$ cat config.mk
export PLATFORM = sky130hd
export DESIGN_NAME = ivr_top
export DESIGN_NICKNAME = d
export VERILOG_FILES = /design/src/rtl/ivr_pkg.sv /design/src/rtl/ivr_sci_merge.sv /design/src/rtl/ivr_pick.sv /design/src/rtl/ivr_top.sv
export SDC_FILE = /design/constraint.sdc
export NUM_CORES = 1
export LEC_CHECK = 0
export CAP_MARGIN = 30
export CORE_MARGIN = 10
export CORE_UTILIZATION = 34
export CTS_CLUSTER_SIZE = 24
export DETAILED_ROUTE_END_ITERATION = 6
export PLACE_DENSITY = 0.85
export SYNTH_ARGS = -nofsm -noshare
export SYNTH_HDL_FRONTEND = slang
export SYNTH_SLANG_ARGS = --single-unit
$ cat constraint.sdc
create_clock -name clk -period 2.6 [get_ports clk]
set_clock_uncertainty 0.05 [all_clocks]
set_input_delay 0.52 -clock clk [delete_from_list [all_inputs] [get_ports clk]]
set_output_delay 0.52 -clock clk [all_outputs]
set_load 0.02 [all_outputs]
$ cat src/rtl/ivr_pkg.sv
package ivr_pkg;
  localparam int N_TMR   = 12;
  localparam int N_ISRC  = N_TMR + 3;
  localparam int IDX_W   = $clog2(N_ISRC);
  localparam int SEL_W   = 4;
  localparam int VEC_W   = 16;
  localparam int N_WRAP  = 5;
  localparam logic [SEL_W-1:0] SEL_RESET = 4'b0101;
  localparam logic [VEC_W-1:0] VEC_NMI   = 16'hFFF4;
  localparam logic [VEC_W-1:0] VEC_TOP   = 16'hFFF2;

  // promotion code -> maskable source index
  function automatic logic [IDX_W-1:0] sel_to_idx(input logic [SEL_W-1:0] c);
    int v;
    if (int'(c) < N_WRAP)       v = N_ISRC - N_WRAP + int'(c);
    else if (int'(c) == N_WRAP) v = 0;
    else                        v = int'(c) - (N_WRAP + 1);
    return IDX_W'(v);
  endfunction
endpackage

$ cat src/rtl/ivr_sci_merge.sv
module ivr_sci_merge (
  input  logic rx_full,
  input  logic overrun,
  input  logic rx_ie,
  input  logic tx_empty,
  input  logic tx_ie,
  input  logic tx_done,
  input  logic done_ie,
  input  logic idle,
  input  logic idle_ie,
  output logic req
);
  logic rx_term, tx_term, done_term, idle_term;
  always_comb begin
    rx_term   = (rx_full | overrun) & rx_ie;
    tx_term   = tx_empty & tx_ie;
    done_term = tx_done & done_ie;
    idle_term = idle & idle_ie;
    req       = rx_term | tx_term | done_term | idle_term;
  end
endmodule

$ cat src/rtl/ivr_pick.sv
module ivr_pick #(
  parameter int N  = 15,
  parameter int IW = $clog2(N)
) (
  input  logic [N-1:0]  req,
  input  logic [IW-1:0] prom,
  output logic          hit,
  output logic [IW-1:0] idx
);
  logic prom_pending;
  always_comb begin
    prom_pending = (int'(prom) < N) ? req[prom] : 1'b0;
    hit = |req;
    idx = '0;
    if (prom_pending) begin
      idx = prom;
    end else begin
      for (int k = N - 1; k >= 0; k--) begin
        if (req[k]) idx = IW'(k);
      end
    end
  end
endmodule

$ cat src/rtl/ivr_top.sv
module ivr_top
  import ivr_pkg::*;
(
  input  logic             clk,
  input  logic             rst_n,
  input  logic             xirq_req,
  input  logic             x_mask,
  input  logic             i_mask,
  input  logic             irq_req,
  input  logic [N_TMR-1:0] tmr_flag,
  input  logic [N_TMR-1:0] tmr_en,
  input  logic             spi_done,
  input  logic             spi_fault,
  input  logic             spi_ie,
  input  logic             sci_rx_full,
  input  logic             sci_overrun,
  input  logic             sci_rx_ie,
  input  logic             sci_tx_empty,
  input  logic             sci_tx_ie,
  input  logic             sci_tx_done,
  input  logic             sci_done_ie,
  input  logic             sci_idle,
  input  logic             sci_idle_ie,
  input  logic             prio_wr,
  input  logic [SEL_W-1:0] prio_wdata,
  output logic             vec_valid,
  output logic [VEC_W-1:0] vec_addr
);
  logic [SEL_W-1:0]  sel_q;
  logic [IDX_W-1:0]  prom_idx;
  logic              sci_req, spi_req, nmi_live;
  logic [N_ISRC-1:0] src_req, masked_req;
  logic              pick_hit;
  logic [IDX_W-1:0]  pick_idx;
  logic              nxt_valid;
  logic [VEC_W-1:0]  nxt_addr;

  // promotion register
  always_ff @(posedge clk or negedge rst_n) begin
    if (!rst_n)       sel_q <= SEL_RESET;
    else if (prio_wr) sel_q <= prio_wdata;
  end
  assign prom_idx = sel_to_idx(sel_q);

  ivr_sci_merge u_sci (
    .rx_full (sci_rx_full),  .overrun (sci_overrun), .rx_ie   (sci_rx_ie),
    .tx_empty(sci_tx_empty), .tx_ie   (sci_tx_ie),   .tx_done (sci_tx_done),
    .done_ie (sci_done_ie),  .idle    (sci_idle),    .idle_ie (sci_idle_ie),
    .req     (sci_req)
  );

  assign spi_req  = spi_ie & (spi_done | spi_fault);
  assign nmi_live = xirq_req & ~x_mask;

  always_comb begin
    src_req = {sci_req, spi_req, tmr_flag & tmr_en, irq_req};
    masked_req = i_mask ? '0 : src_req;
  end

  ivr_pick #(.N(N_ISRC), .IW(IDX_W)) u_pick (
    .req (masked_req),
    .prom(prom_idx),
    .hit (pick_hit),
    .idx (pick_idx)
  );

  always_comb begin
    nxt_valid = 1'b0;
    nxt_addr  = '0;
    if (nmi_live) begin
      nxt_valid = 1'b1;
      nxt_addr  = VEC_NMI;
    end else if (pick_hit) begin
      nxt_valid = 1'b1;
      nxt_addr  = VEC_TOP - (VEC_W'(pick_idx) << 1);
    end
  end

  always_ff @(posedge clk or negedge rst_n) begin
    if (!rst_n) begin
      vec_valid <= 1'b0;
      vec_addr  <= '0;
    end else begin
      vec_valid <= nxt_valid;
      vec_addr  <= nxt_addr;
    end
  end

  assert_idle_zero_R1: assert property (@(posedge clk) disable iff (!rst_n)
    !vec_valid |-> vec_addr == '0);

  assert_nmi_first_R2: assert property (@(posedge clk) disable iff (!rst_n)
    (xirq_req && !x_mask) |=> (vec_valid && vec_addr == VEC_NMI));

  assert_imask_block_R3: assert property (@(posedge clk) disable iff (!rst_n)
    (i_mask && !(xirq_req && !x_mask)) |=> !vec_valid);

  assert_vec_span_R5: assert property (@(posedge clk) disable iff (!rst_n)
    vec_valid |-> (vec_addr[0] == 1'b0 &&
                   vec_addr >= VEC_TOP - VEC_W'(2 * (N_ISRC - 1)) &&
                   vec_addr <= VEC_NMI));

  assert_promote_wins_R7: assert property (@(posedge clk) disable iff (!rst_n)
    (!nmi_live && !i_mask && src_req[prom_idx]) |=>
      (vec_valid && vec_addr == VEC_TOP - (VEC_W'($past(prom_idx)) << 1)));
endmodule

**After elaboration in Yosys (flattened, before gate mapping)**

Index checks and enable logic that the tools add are counted.

- Bits in registers: 21
- Output and inout bits: 17
- Word-level logic and storage cells: 50

- Add/sub/neg operators: 3
- Order comparisons: 3
- Eq/ne operators: 1
- Mux-type cells: 26
- Bitwise logic cells: 13
- Reduce and logical (&&, ||, !) cells: 1

Operator list:

| kind | number |
|---|---|
| two-way mux 4 bit | 18 |
| two-way mux 16 bit | 2 |
| two-way mux 15 bit | 1 |
| OR reduction 15 bit | 1 |
| AND 12 bit | 1 |
| subtractor 5 x 6 -> 7 bit, first input constant | 1 |
| AND 1 bit | 6 |
| < comparator 4 x 5 -> 1 bit, second input constant | 1 |
| OR 1 bit | 5 |
| adder 4 bit, first input constant | 1 |
| binary-select mux 1 bit (select 4 bit) | 1 |
| == test 4 bit, second input constant | 1 |
| < comparator 4 x 3 -> 1 bit, second input constant | 1 |
| < comparator 4 bit, second input constant | 1 |
| two-way mux 1 bit | 4 |
| subtractor 4 x 3 -> 4 bit, second input constant | 1 |
| NOT 1 bit | 1 |

**Longest topological paths before layout**

Gate-level depths: netlist of run 1.

- Depth after elaboration: 25
- Depth in mapped cells: 9
- Depth with buffers taken out: 9

**Cells and area by module**

Synthesis of run 1 repeated with hierarchy kept, for this count alone.

- Cell total of the unflattened synthesis: 131
- Area, all modules: 1,004.7 µm²

Modules (own cells, without submodules):

| module | instances | cells each | area an instance (µm²) |
|---|---|---|---|
| ivr_top | 1 | 82 | 650.6 |
| ivr_pick | 1 | 46 | 335.3 |
| ivr_sci_merge | 1 | 3 | 18.8 |

**Least setup slack after synthesis of run 1**

Ideal clock, no wire load.

- Kind: input to register
- Start point: input tmr_flag[6]
- End point: register vec_addr[4]
- Library setup time: 0.126 ns
- Arrival time: 2.404 ns
- Data required time: 2.424 ns
- Path slack: 0.020 ns
- Stages on the path: 8
- Cell sequence: nand2_1 > or4_1 > a311o_1 > o22ai_2 > mux2i_1 > ha_1 > a211oi_1 > a311o_1

- Longest elaborated chain between the ends: 14
- Elaborated cells between the ends (all ways): 18
- Those cells by class: 1 x add/sub; 15 x mux; 1 x bitwise; 1 x reduce/logical

Ends and longest elaborated chain:

| item | RTL line | text |
|---|---|---|
| start, declared | ivr_top.sv:10 | `input logic [N_TMR-1:0] tmr_flag,` |
| AND 12 bit * | ivr_top.sv:56 | `src_req = {sci_req, spi_req, tmr_flag & tmr_en, irq_req};` |
| two-way mux 15 bit * | ivr_top.sv:57 | `masked_req = i_mask ? '0 : src_req;` |
| two-way mux 4 bit (8 in a row) | ivr_pick.sv:19 | `if (req[k]) idx = IW'(k);` |
| two-way mux 4 bit | ivr_pick.sv:15 | `if (prom_pending) begin` |
| subtractor 5 x 6 -> 7 bit | ivr_top.sv:75 | `nxt_addr = VEC_TOP - (VEC_W'(pick_idx) << 1);` |
| two-way mux 16 bit * | ivr_top.sv:73 | `end else if (pick_hit) begin` |
| two-way mux 16 bit * | ivr_top.sv:70 | `if (nmi_live) begin` |
| net nxt_addr[4] | ivr_top.sv:36 | `logic [VEC_W-1:0] nxt_addr;` |
| end signal, assigned | ivr_top.sv:85 | `vec_addr <= nxt_addr;` |
| end, declared | ivr_top.sv:27 | `output logic [VEC_W-1:0] vec_addr` |

The timed path passes the listed nets; every way through them passes the cells marked *. The select of a mux whose other input is x is not followed.
A chain may end at the register's enable or synchronous reset.

**Final worst setup path of run 1**

- Start point: input i_mask
- End point: register vec_addr[4]

- Longest elaborated chain between the ends: 20
- Elaborated cells between the ends (all ways): 24
- Those cells by class: 1 x add/sub; 22 x mux; 1 x reduce/logical

Ends and longest elaborated chain:

| item | RTL line | text |
|---|---|---|
| start, declared | ivr_top.sv:8 | `input logic i_mask,` |
| two-way mux 15 bit * | ivr_top.sv:57 |  |
| two-way mux 4 bit (15 in a row) | ivr_pick.sv:19 |  |
| two-way mux 4 bit | ivr_pick.sv:15 |  |
| subtractor 5 x 6 -> 7 bit | ivr_top.sv:75 |  |
| two-way mux 16 bit * | ivr_top.sv:73 |  |
| two-way mux 16 bit * | ivr_top.sv:70 |  |
| net nxt_addr[4] | ivr_top.sv:36 |  |

Marks and branches as above.

==> impl_metrics.xml, run 1 <==
<?xml version="1.0" encoding="UTF-8"?>
<metrics>
  <group name="layout">
    <metric name="layout.cells.most_common_list" unit="">sky130_fd_sc_hd__clkdlybuf4s50_1 (51), sky130_fd_sc_hd__buf_4 (35), sky130_fd_sc_hd__nand2_1 (18)</metric>
    <metric name="area_growth_syn_to_layout" unit="%">90.7</metric>
    <metric name="antennaDiodeCount" unit="">0</metric>
    <metric name="drive_above_1_share" unit="%">33.8</metric>
    <metric name="multiInputGateArea" unit="sq um">783</metric>
    <metric name="layout_commonest_cell" unit="">sky130_fd_sc_hd__clkdlybuf4s50_1</metric>
    <metric name="seqCellArea" unit="sq um">254</metric>
    <metric name="layout.nets" unit="">269</metric>
    <metric name="n_fill_cell" unit="">241</metric>
  </group>
  <group name="drt">
    <metric name="via_per_instance_ratio" unit="">5.35</metric>
    <metric name="final_antenna_net_count" unit="">0</metric>
    <metric name="wl_per_cell" unit="microns">17.2</metric>
    <metric name="postRouteWirelength" unit="microns">4530</metric>
    <metric name="remaining_drc_errors" unit="">0</metric>
    <metric name="routed-via-count" unit="">1406</metric>
    <metric name="drt_pass1_iterations" unit="">4</metric>
    <metric name="dr.first_iter.drc_count" unit="">136</metric>
  </group>
  <group name="power_and_ir_drop">
    <metric name="switchingPower" unit="W">0.000297</metric>
    <metric name="power.ir.vdd_worst" unit="V">0.000242</metric>
    <metric name="power_switching_share" unit="%">34.8</metric>
    <metric name="clkPwrFrac" unit="%">16.9</metric>
    <metric name="power.leakage" unit="nW">0.910</metric>
    <metric name="power-per-cell-area" unit="nW/um^2">410</metric>
    <metric name="report.power.total" unit="W">0.000853</metric>
    <metric name="internal_power" unit="W">0.000556</metric>
    <metric name="pwr-share-comb" unit="%">60.0</metric>
    <metric name="seq_power_share" unit="%">23.1</metric>
  </group>
  <group name="die">
    <metric name="placeableCoreArea" unit="sq um">3050</metric>
    <metric name="floorplan.rows" unit="">20</metric>
    <metric name="chipHeight" unit="microns">76.6</metric>
    <metric name="die_width" unit="microns">76.6</metric>
    <metric name="floorplan.initialDensity" unit="%">35.7</metric>
    <metric name="floorplan.die_area" unit="sq um">5870</metric>
    <metric name="boundaryPins" unit="">64</metric>
  </group>
  <group name="synth">
    <metric name="synthArstFlopShare" unit="%">100</metric>
    <metric name="synth.avg_cell_area" unit="sq um">8.52</metric>
    <metric name="synth.lib_cells_used.distinct" unit="">56</metric>
    <metric name="synth_edf_count" unit="">0</metric>
    <metric name="yosysTopAreaCellShare" unit="%">18.3</metric>
    <metric name="synth.ff_latch_count" unit="">10</metric>
    <metric name="yosysSeqAreaShare" unit="%">23.2</metric>
    <metric name="netlist_area" unit="sq um">1090</metric>
    <metric name="synth.top_cells.by_area" unit="">sky130_fd_sc_hd__dfrtp_1 (18%), sky130_fd_sc_hd__buf_4 (9.6%), sky130_fd_sc_hd__nand2_1 (6.9%)</metric>
    <metric name="synthCells" unit="">128</metric>
    <metric name="flip_flop_cell_with_the_highest_count_after_synthesis" unit="">sky130_fd_sc_hd__dfrtp_1</metric>
    <metric name="synth_fp_nets" unit="">177</metric>
    <metric name="yosysTopAreaCell" unit="">sky130_fd_sc_hd__dfrtp_1</metric>
    <metric name="synthesis.yosys.warnings" unit="">0</metric>
  </group>
  <group name="global_routing">
    <metric name="initial_antenna_violation_count" unit="">0</metric>
    <metric name="grt_start_max_net_pins" unit="">14</metric>
    <metric name="grt_pass1_wl" unit="microns">7070</metric>
    <metric name="track_usage" unit="%">14.2</metric>
    <metric name="grt_pass1_vias" unit="">1466</metric>
    <metric name="global_route.overflow_total" unit="">0</metric>
  </group>
  <group name="flow_run">
    <metric name="maxCapViolations" unit="">0</metric>
  </group>
  <group name="clock_tree">
    <metric name="cts.reportedPaths.clkPinSlew" unit="ps">70</metric>
    <metric name="cts.htree.levels" unit="">1</metric>
    <metric name="cts_sinks" unit="">10</metric>
    <metric name="cts_inserted_buffers" unit="">3</metric>
    <metric name="clkLatencyLatePin" unit="ps">270</metric>
    <metric name="tritoncts" unit="">built</metric>
    <metric name="maximum_root_to_sink_buffer_count" unit="">2</metric>
    <metric name="cts-root-buf" unit="">sky130_fd_sc_hd__clkbuf_4</metric>
  </group>
  <group name="setup_path">
    <metric name="path_class" unit="">in -&gt; reg</metric>
    <metric name="critPathCaptureType" unit="">register</metric>
    <metric name="worst-path-max-fanout" unit="">4</metric>
    <metric name="critical_path_required" unit="ps">2710</metric>
    <metric name="cp.arrival" unit="ps">2710</metric>
    <metric name="setup.worst_path.start_class" unit="">input pin</metric>
  </group>
  <group name="sta">
    <metric name="final.period_utilization" unit="%">100</metric>
    <metric name="fin_hold_ws" unit="ps">510</metric>
    <metric name="timing.final.setup_violations" unit="">1</metric>
    <metric name="maxClockFrequency" unit="GHz">0.384</metric>
    <metric name="slew_viol_final" unit="">0</metric>
    <metric name="rsz0062_at_grt" unit="">true</metric>
    <metric name="layout_min_cycle_time" unit="ps">2600</metric>
    <metric name="setup_ws" unit="ps">-3.72</metric>
    <metric name="final-hold-violation-count" unit="">0</metric>
  </group>
  <group name="placement">
    <metric name="post-dp-hpwl" unit="microns">3670</metric>
    <metric name="io_buffers" unit="">62</metric>
    <metric name="placement.setup.worst_slack" unit="ps">-565</metric>
    <metric name="gp_congestion" unit="">0.955</metric>
  </group>
  <group name="hold_path">
    <metric name="hold_path_class" unit="">in -&gt; async</metric>
  </group>
  <group name="status">
    <metric name="violations" unit="">negative setup slack</metric>
    <metric name="outcome" unit="">finished, violations left</metric>
  </group>
</metrics>
[cell usage after synthesis, drive strengths merged (2+ instances only)]
cell type / number
nor2: 3
nand2b: 3
nand2: 20
o21ai: 6
dfstp: 2
o221ai: 2
mux2: 3
nor4: 3
a21oi: 8
inv: 2
a311o: 3
mux2i: 2
nand4b: 2
nor2b: 3
buf: 14
o211ai: 4
nand3: 2
ha: 2
or2: 3
and4: 3
a21o: 2
a211oi: 3
dfrtp: 8
o22ai: 2
[worst paths after layout]
check,end,slack (ps),start,cells past startpoint
setup / recovery,vec_addr[4]$_DFF_PN0_,-4,i_mask,8
hold reg to reg,sel_q[2]$_DFFE_PN1P_,530,sel_q[2]$_DFFE_PN1P_,2
min in group clk,sel_q[2]$_DFFE_PN1P_,530,sel_q[2]$_DFFE_PN1P_,2
setup reg to reg,vec_addr[4]$_DFF_PN0_,-4,sel_q[2]$_DFFE_PN1P_,9
max in group asynchronous,sel_q[2]$_DFFE_PN1P_,1650,rst_n,1
hold / removal,vec_addr[1]$_DFF_PN0_,510,rst_n,1
[through the flow]
stage	instance area [sq um]	TNS, ps	util [%]	std cells
floorplan	1090	0	-	128
global placement	1890	-1120	61.8	250
detailed placement	1890	-1400	61.8	250
CTS	1980	0	64.8	261
global route	2080	-122	68.2	263
finish	2080	-3.72	68.2	263
[cells by family after synthesis]
logic type | share of synthesized area [%]
AO/OA/AOI/OAI | 28.6
adder cells (fa/ha/maj) | 2.29
buffers and inverters | 10.3
flip-flops | 23.2
multiplexers | 4.93
other | 0.344
AND/OR/NAND/NOR | 30.4
[power groups by stage]
stage	registers (W)	clock network (W)	logic, W
3_3_place_gp	0.000198	0	0.000430
6_report	0.000197	0.000145	0.000512
4_1_cts	0.000197	0.000146	0.000469
3_5_place_dp	0.000200	0	0.000439
5_1_grt	0.000200	0.000154	0.000549
2_1_floorplan	0.000222	0	0.000194
[flip-flops by register name, indices dropped and copies added (netlist names)]
name	count
sel_q	4
vec_addr	6
[final cells by class]
class | instances | area share, %
Multi-Input combinational cell | 102 | 37.6
Sequential cell | 10 | 12.2
Inverter | 2 | 0.361
Tap cell | 44 | 2.65
Clock buffer | 4 | 1.74
Timing Repair Buffer | 101 | 45.4
[worst max-delay path: stages]
cell	delay [ps]
sky130_fd_sc_hd__dlygate4sd2_1	270
sky130_fd_sc_hd__or4_1	520
sky130_fd_sc_hd__a311o_1	370
sky130_fd_sc_hd__o22ai_4	200
sky130_fd_sc_hd__mux2i_2	270
sky130_fd_sc_hd__ha_2	240
sky130_fd_sc_hd__a211oi_2	40
sky130_fd_sc_hd__a311o_1	280
[what timing repair did]
item                                    CTS  global route
hold endpoints to repair                  0             0
pin swaps                                 5             6
endpoints found under the setup margin    2             3
hold buffers                              0             0
setup buffers                             7             3
gates resized for setup                   6            26
[metal layers]
layer,vias to the layer above,track usage (%),part of all wire [%]
met5,-,0,0
met4,0,3.90,1.5
met3,8,2.71,5.9
met2,52,27.6,56
met1,678,15.1,37
li1,668,-,-
Power figures use the tool's default switching activity.
==> run 2: changes to the inputs <==
Settings changed: CORE_MARGIN 10 to not set, TNS_END_PERCENT set to 5.
==> run 2 against run 1 <==
Largest cell class unchanged. Register-to-register slack got worse by 60 ps. Count of clock-buffer cells in the layout did not move. Via count grew 1.4%. Sequential cell count stayed put. Setup slack worse by 65 ps. Die area fell by 41%. Critical path type is now reg -> reg. The flow still finishes with violations (negative setup slack). Global-route usage rose by 8.9 points. Cell count shrank 2.3%.
==> impl_metrics.xml, run 2 (synthesis results as in run 1) <==
<?xml version="1.0" encoding="UTF-8"?>
<metrics>
  <group name="clock_tree">
    <metric name="cts-root-buf" unit="">sky130_fd_sc_hd__clkbuf_4</metric>
    <metric name="cts.htree.levels" unit="">1</metric>
    <metric name="tritoncts" unit="">built</metric>
    <metric name="cts_inserted_buffers" unit="">3</metric>
    <metric name="clkLatencyLatePin" unit="ps">260</metric>
    <metric name="cts_sinks" unit="">10</metric>
    <metric name="cts.reportedPaths.clkPinSlew" unit="ps">60</metric>
    <metric name="cts_hold_repair.buffers" unit="">0</metric>
    <metric name="maximum_root_to_sink_buffer_count" unit="">2</metric>
  </group>
  <group name="layout">
    <metric name="seqCellArea" unit="sq um">253</metric>
    <metric name="drive_above_1_share" unit="%">30.0</metric>
    <metric name="reg_top3" unit="">vec_addr: 6 flops, sel_q: 4 flops</metric>
    <metric name="multiInputGateArea" unit="sq um">779</metric>
    <metric name="largest_register" unit="">vec_addr</metric>
    <metric name="n_fill_cell" unit="">243</metric>
    <metric name="area_growth_syn_to_layout" unit="%">82.9</metric>
    <metric name="post_layout_nonfiller_instances" unit="">257</metric>
    <metric name="largest_reg_flops" unit="">6</metric>
    <metric name="antennaDiodeCount" unit="">0</metric>
    <metric name="layout_commonest_cell" unit="">sky130_fd_sc_hd__clkdlybuf4s50_1</metric>
    <metric name="fin_area" unit="sq um">2000</metric>
    <metric name="layout.cells.most_common_list" unit="">sky130_fd_sc_hd__clkdlybuf4s50_1 (55), sky130_fd_sc_hd__buf_4 (32), sky130_fd_sc_hd__nand2_1 (19)</metric>
    <metric name="layout.nets" unit="">263</metric>
  </group>
  <group name="drt">
    <metric name="postRouteWirelength" unit="microns">4160</metric>
    <metric name="routed-via-count" unit="">1426</metric>
    <metric name="final_antenna_net_count" unit="">0</metric>
    <metric name="wl_per_cell" unit="microns">16.2</metric>
    <metric name="remaining_drc_errors" unit="">0</metric>
    <metric name="drt_pass1_iterations" unit="">4</metric>
    <metric name="dr.first_iter.drc_count" unit="">62</metric>
    <metric name="via_per_instance_ratio" unit="">5.55</metric>
  </group>
  <group name="die">
    <metric name="floorplan.initialDensity" unit="%">35.7</metric>
    <metric name="chipHeight" unit="microns">58.6</metric>
    <metric name="floorplan.die_area" unit="sq um">3440</metric>
    <metric name="floorplan.rows" unit="">20</metric>
    <metric name="die_width" unit="microns">58.6</metric>
    <metric name="placeableCoreArea" unit="sq um">3050</metric>
    <metric name="boundaryPins" unit="">64</metric>
  </group>
  <group name="setup_path">
    <metric name="critPathCaptureType" unit="">register</metric>
    <metric name="timing.reg2reg.setup_slack" unit="ps">-70</metric>
    <metric name="crit-reg2reg-launch" unit="">sel_q[0]$_DFFE_PN1P_</metric>
    <metric name="r2r_end" unit="">vec_addr[4]$_DFF_PN0_</metric>
    <metric name="critical_path_required" unit="ps">2690</metric>
    <metric name="rr_worst_depth" unit="">10</metric>
    <metric name="cp-startpoint" unit="">sel_q[0]$_DFFE_PN1P_</metric>
    <metric name="cp.arrival" unit="ps">2760</metric>
    <metric name="worst-path-max-fanout" unit="">5</metric>
    <metric name="setup.worst_path.start_class" unit="">register</metric>
    <metric name="path_class" unit="">reg -&gt; reg</metric>
  </group>
  <group name="sta">
    <metric name="setup_ws" unit="ps">-68.4</metric>
    <metric name="final.period_utilization" unit="%">103</metric>
    <metric name="layout_min_cycle_time" unit="ps">2670</metric>
    <metric name="timing.final.setup_violations" unit="">1</metric>
    <metric name="fin_hold_ws" unit="ps">508</metric>
    <metric name="maxClockFrequency" unit="GHz">0.375</metric>
    <metric name="slew_viol_final" unit="">0</metric>
    <metric name="final-hold-violation-count" unit="">0</metric>
    <metric name="rsz0062_at_grt" unit="">true</metric>
  </group>
  <group name="global_routing">
    <metric name="grt.met1_usage" unit="%">26.7</metric>
    <metric name="grt_pass1_wl" unit="microns">6180</metric>
    <metric name="grt_start_max_net_pins" unit="">12</metric>
    <metric name="global_route.overflow_total" unit="">0</metric>
    <metric name="gr-usage-met3" unit="%">4.84</metric>
    <metric name="initial_antenna_violation_count" unit="">0</metric>
    <metric name="globalRoute.busiestLayer" unit="">met2</metric>
    <metric name="grt_pass1_vias" unit="">1415</metric>
    <metric name="grt_util_met2" unit="%">43.5</metric>
    <metric name="track_usage" unit="%">23.1</metric>
  </group>
  <group name="flow_run">
    <metric name="maxCapViolations" unit="">0</metric>
  </group>
  <group name="placement">
    <metric name="post-dp-hpwl" unit="microns">3270</metric>
    <metric name="placedInstanceArea" unit="sq um">1890</metric>
    <metric name="placement.setup.worst_slack" unit="ps">-500</metric>
    <metric name="io_buffers" unit="">62</metric>
    <metric name="placed_cells" unit="">250</metric>
    <metric name="gp_congestion" unit="">0.993</metric>
  </group>
  <group name="status">
    <metric name="outcome" unit="">finished, violations left</metric>
    <metric name="violations" unit="">negative setup slack</metric>
  </group>
  <group name="hold_path">
    <metric name="timing.hold.worst_endpoint" unit="">sel_q[2]$_DFFE_PN1P_</metric>
    <metric name="hold_depth" unit="">2</metric>
    <metric name="hold_start" unit="">sel_q[2]$_DFFE_PN1P_</metric>
    <metric name="hold_path_class" unit="">reg -&gt; reg</metric>
  </group>
  <group name="power_and_ir_drop">
    <metric name="power-per-cell-area" unit="nW/um^2">406</metric>
    <metric name="power.ir.vdd_worst" unit="V">0.000400</metric>
    <metric name="power.leakage" unit="nW">0.814</metric>
  </group>
</metrics>
==> run 2: cell count changes in the layout (fill, tap and decap cells not counted), sizes merged <==
| cell | delta |
|---|---|
| dlymetal6s2s | -8 |
| buf | -6 |
| clkdlybuf4s50 | +4 |
| clkdlybuf4s15 | +1 |
| dlygate4sd2 | +3 |
==> run 2: final cells by class <==
type,instances,area share [%]
multi-input cells,102,39.1
inverters,2,0.376
clock buffers,4,1.82
flip-flops and latches,10,12.7
repair buffers,95,43.3
well taps,44,2.76
==> run 2: worst max path at each step <==
stage                                       end  slack [ps]
after global placement    vec_addr[4]$_DFF_PN0_        -470
after global routing      vec_addr[4]$_DFF_PN0_        -140
after detailed placement  vec_addr[4]$_DFF_PN0_        -500
after CTS                 vec_addr[4]$_DFF_PN0_          -4
after floorplan           vec_addr[4]$_DFF_PN0_          20
final                     vec_addr[4]$_DFF_PN0_         -70
==> run 2: critical path, stage by stage, from the launching register on <==
cell                       delay, ps
sky130_fd_sc_hd__dfstp_2         390
sky130_fd_sc_hd__buf_6           120
sky130_fd_sc_hd__or2_4           250
sky130_fd_sc_hd__buf_4           160
sky130_fd_sc_hd__o211ai_1        250
sky130_fd_sc_hd__o211ai_1        240
sky130_fd_sc_hd__o22ai_4         270
sky130_fd_sc_hd__mux2i_2         270
sky130_fd_sc_hd__ha_2            220
sky130_fd_sc_hd__a211oi_2         50
sky130_fd_sc_hd__a311o_1         280
==> run 2: power breakdown <==
part / total [W] / switching, W / internal [W]
sequential: 0.000198 / 0.0000163 / 0.000182
clock: 0.000136 / 0.0000513 / 0.0000849
combinational: 0.000475 / 0.000214 / 0.000261
total: 0.000810 / 0.000281 / 0.000528
==> run 2: through the flow <==
step | total power (W) | setup TNS [ps] | util [%]
3_5_place_dp | 0.000632 | -1060 | 61.8
3_3_place_gp | 0.000618 | -948 | 61.8
4_1_cts | 0.000786 | -4.23 | 64.4
5_1_grt | 0.000851 | -176 | 65.4
6_report | 0.000810 | -68.4 | 65.4
2_1_floorplan | 0.000416 | 0 | -
==> run 2: timing repair <==
item | in CTS | in global routing
endpoints found under the setup margin | 2 | 2
gates resized for setup | 16 | 6
pin swaps | 13 | 0
buffers inserted | 3 | 0
==> run 2: routing by layer <==
layer,up-vias,part of all wire (%)
met5,-,0
li1,654,-
met3,13,7.0
met2,67,54
met4,0,2.5
met1,692,37
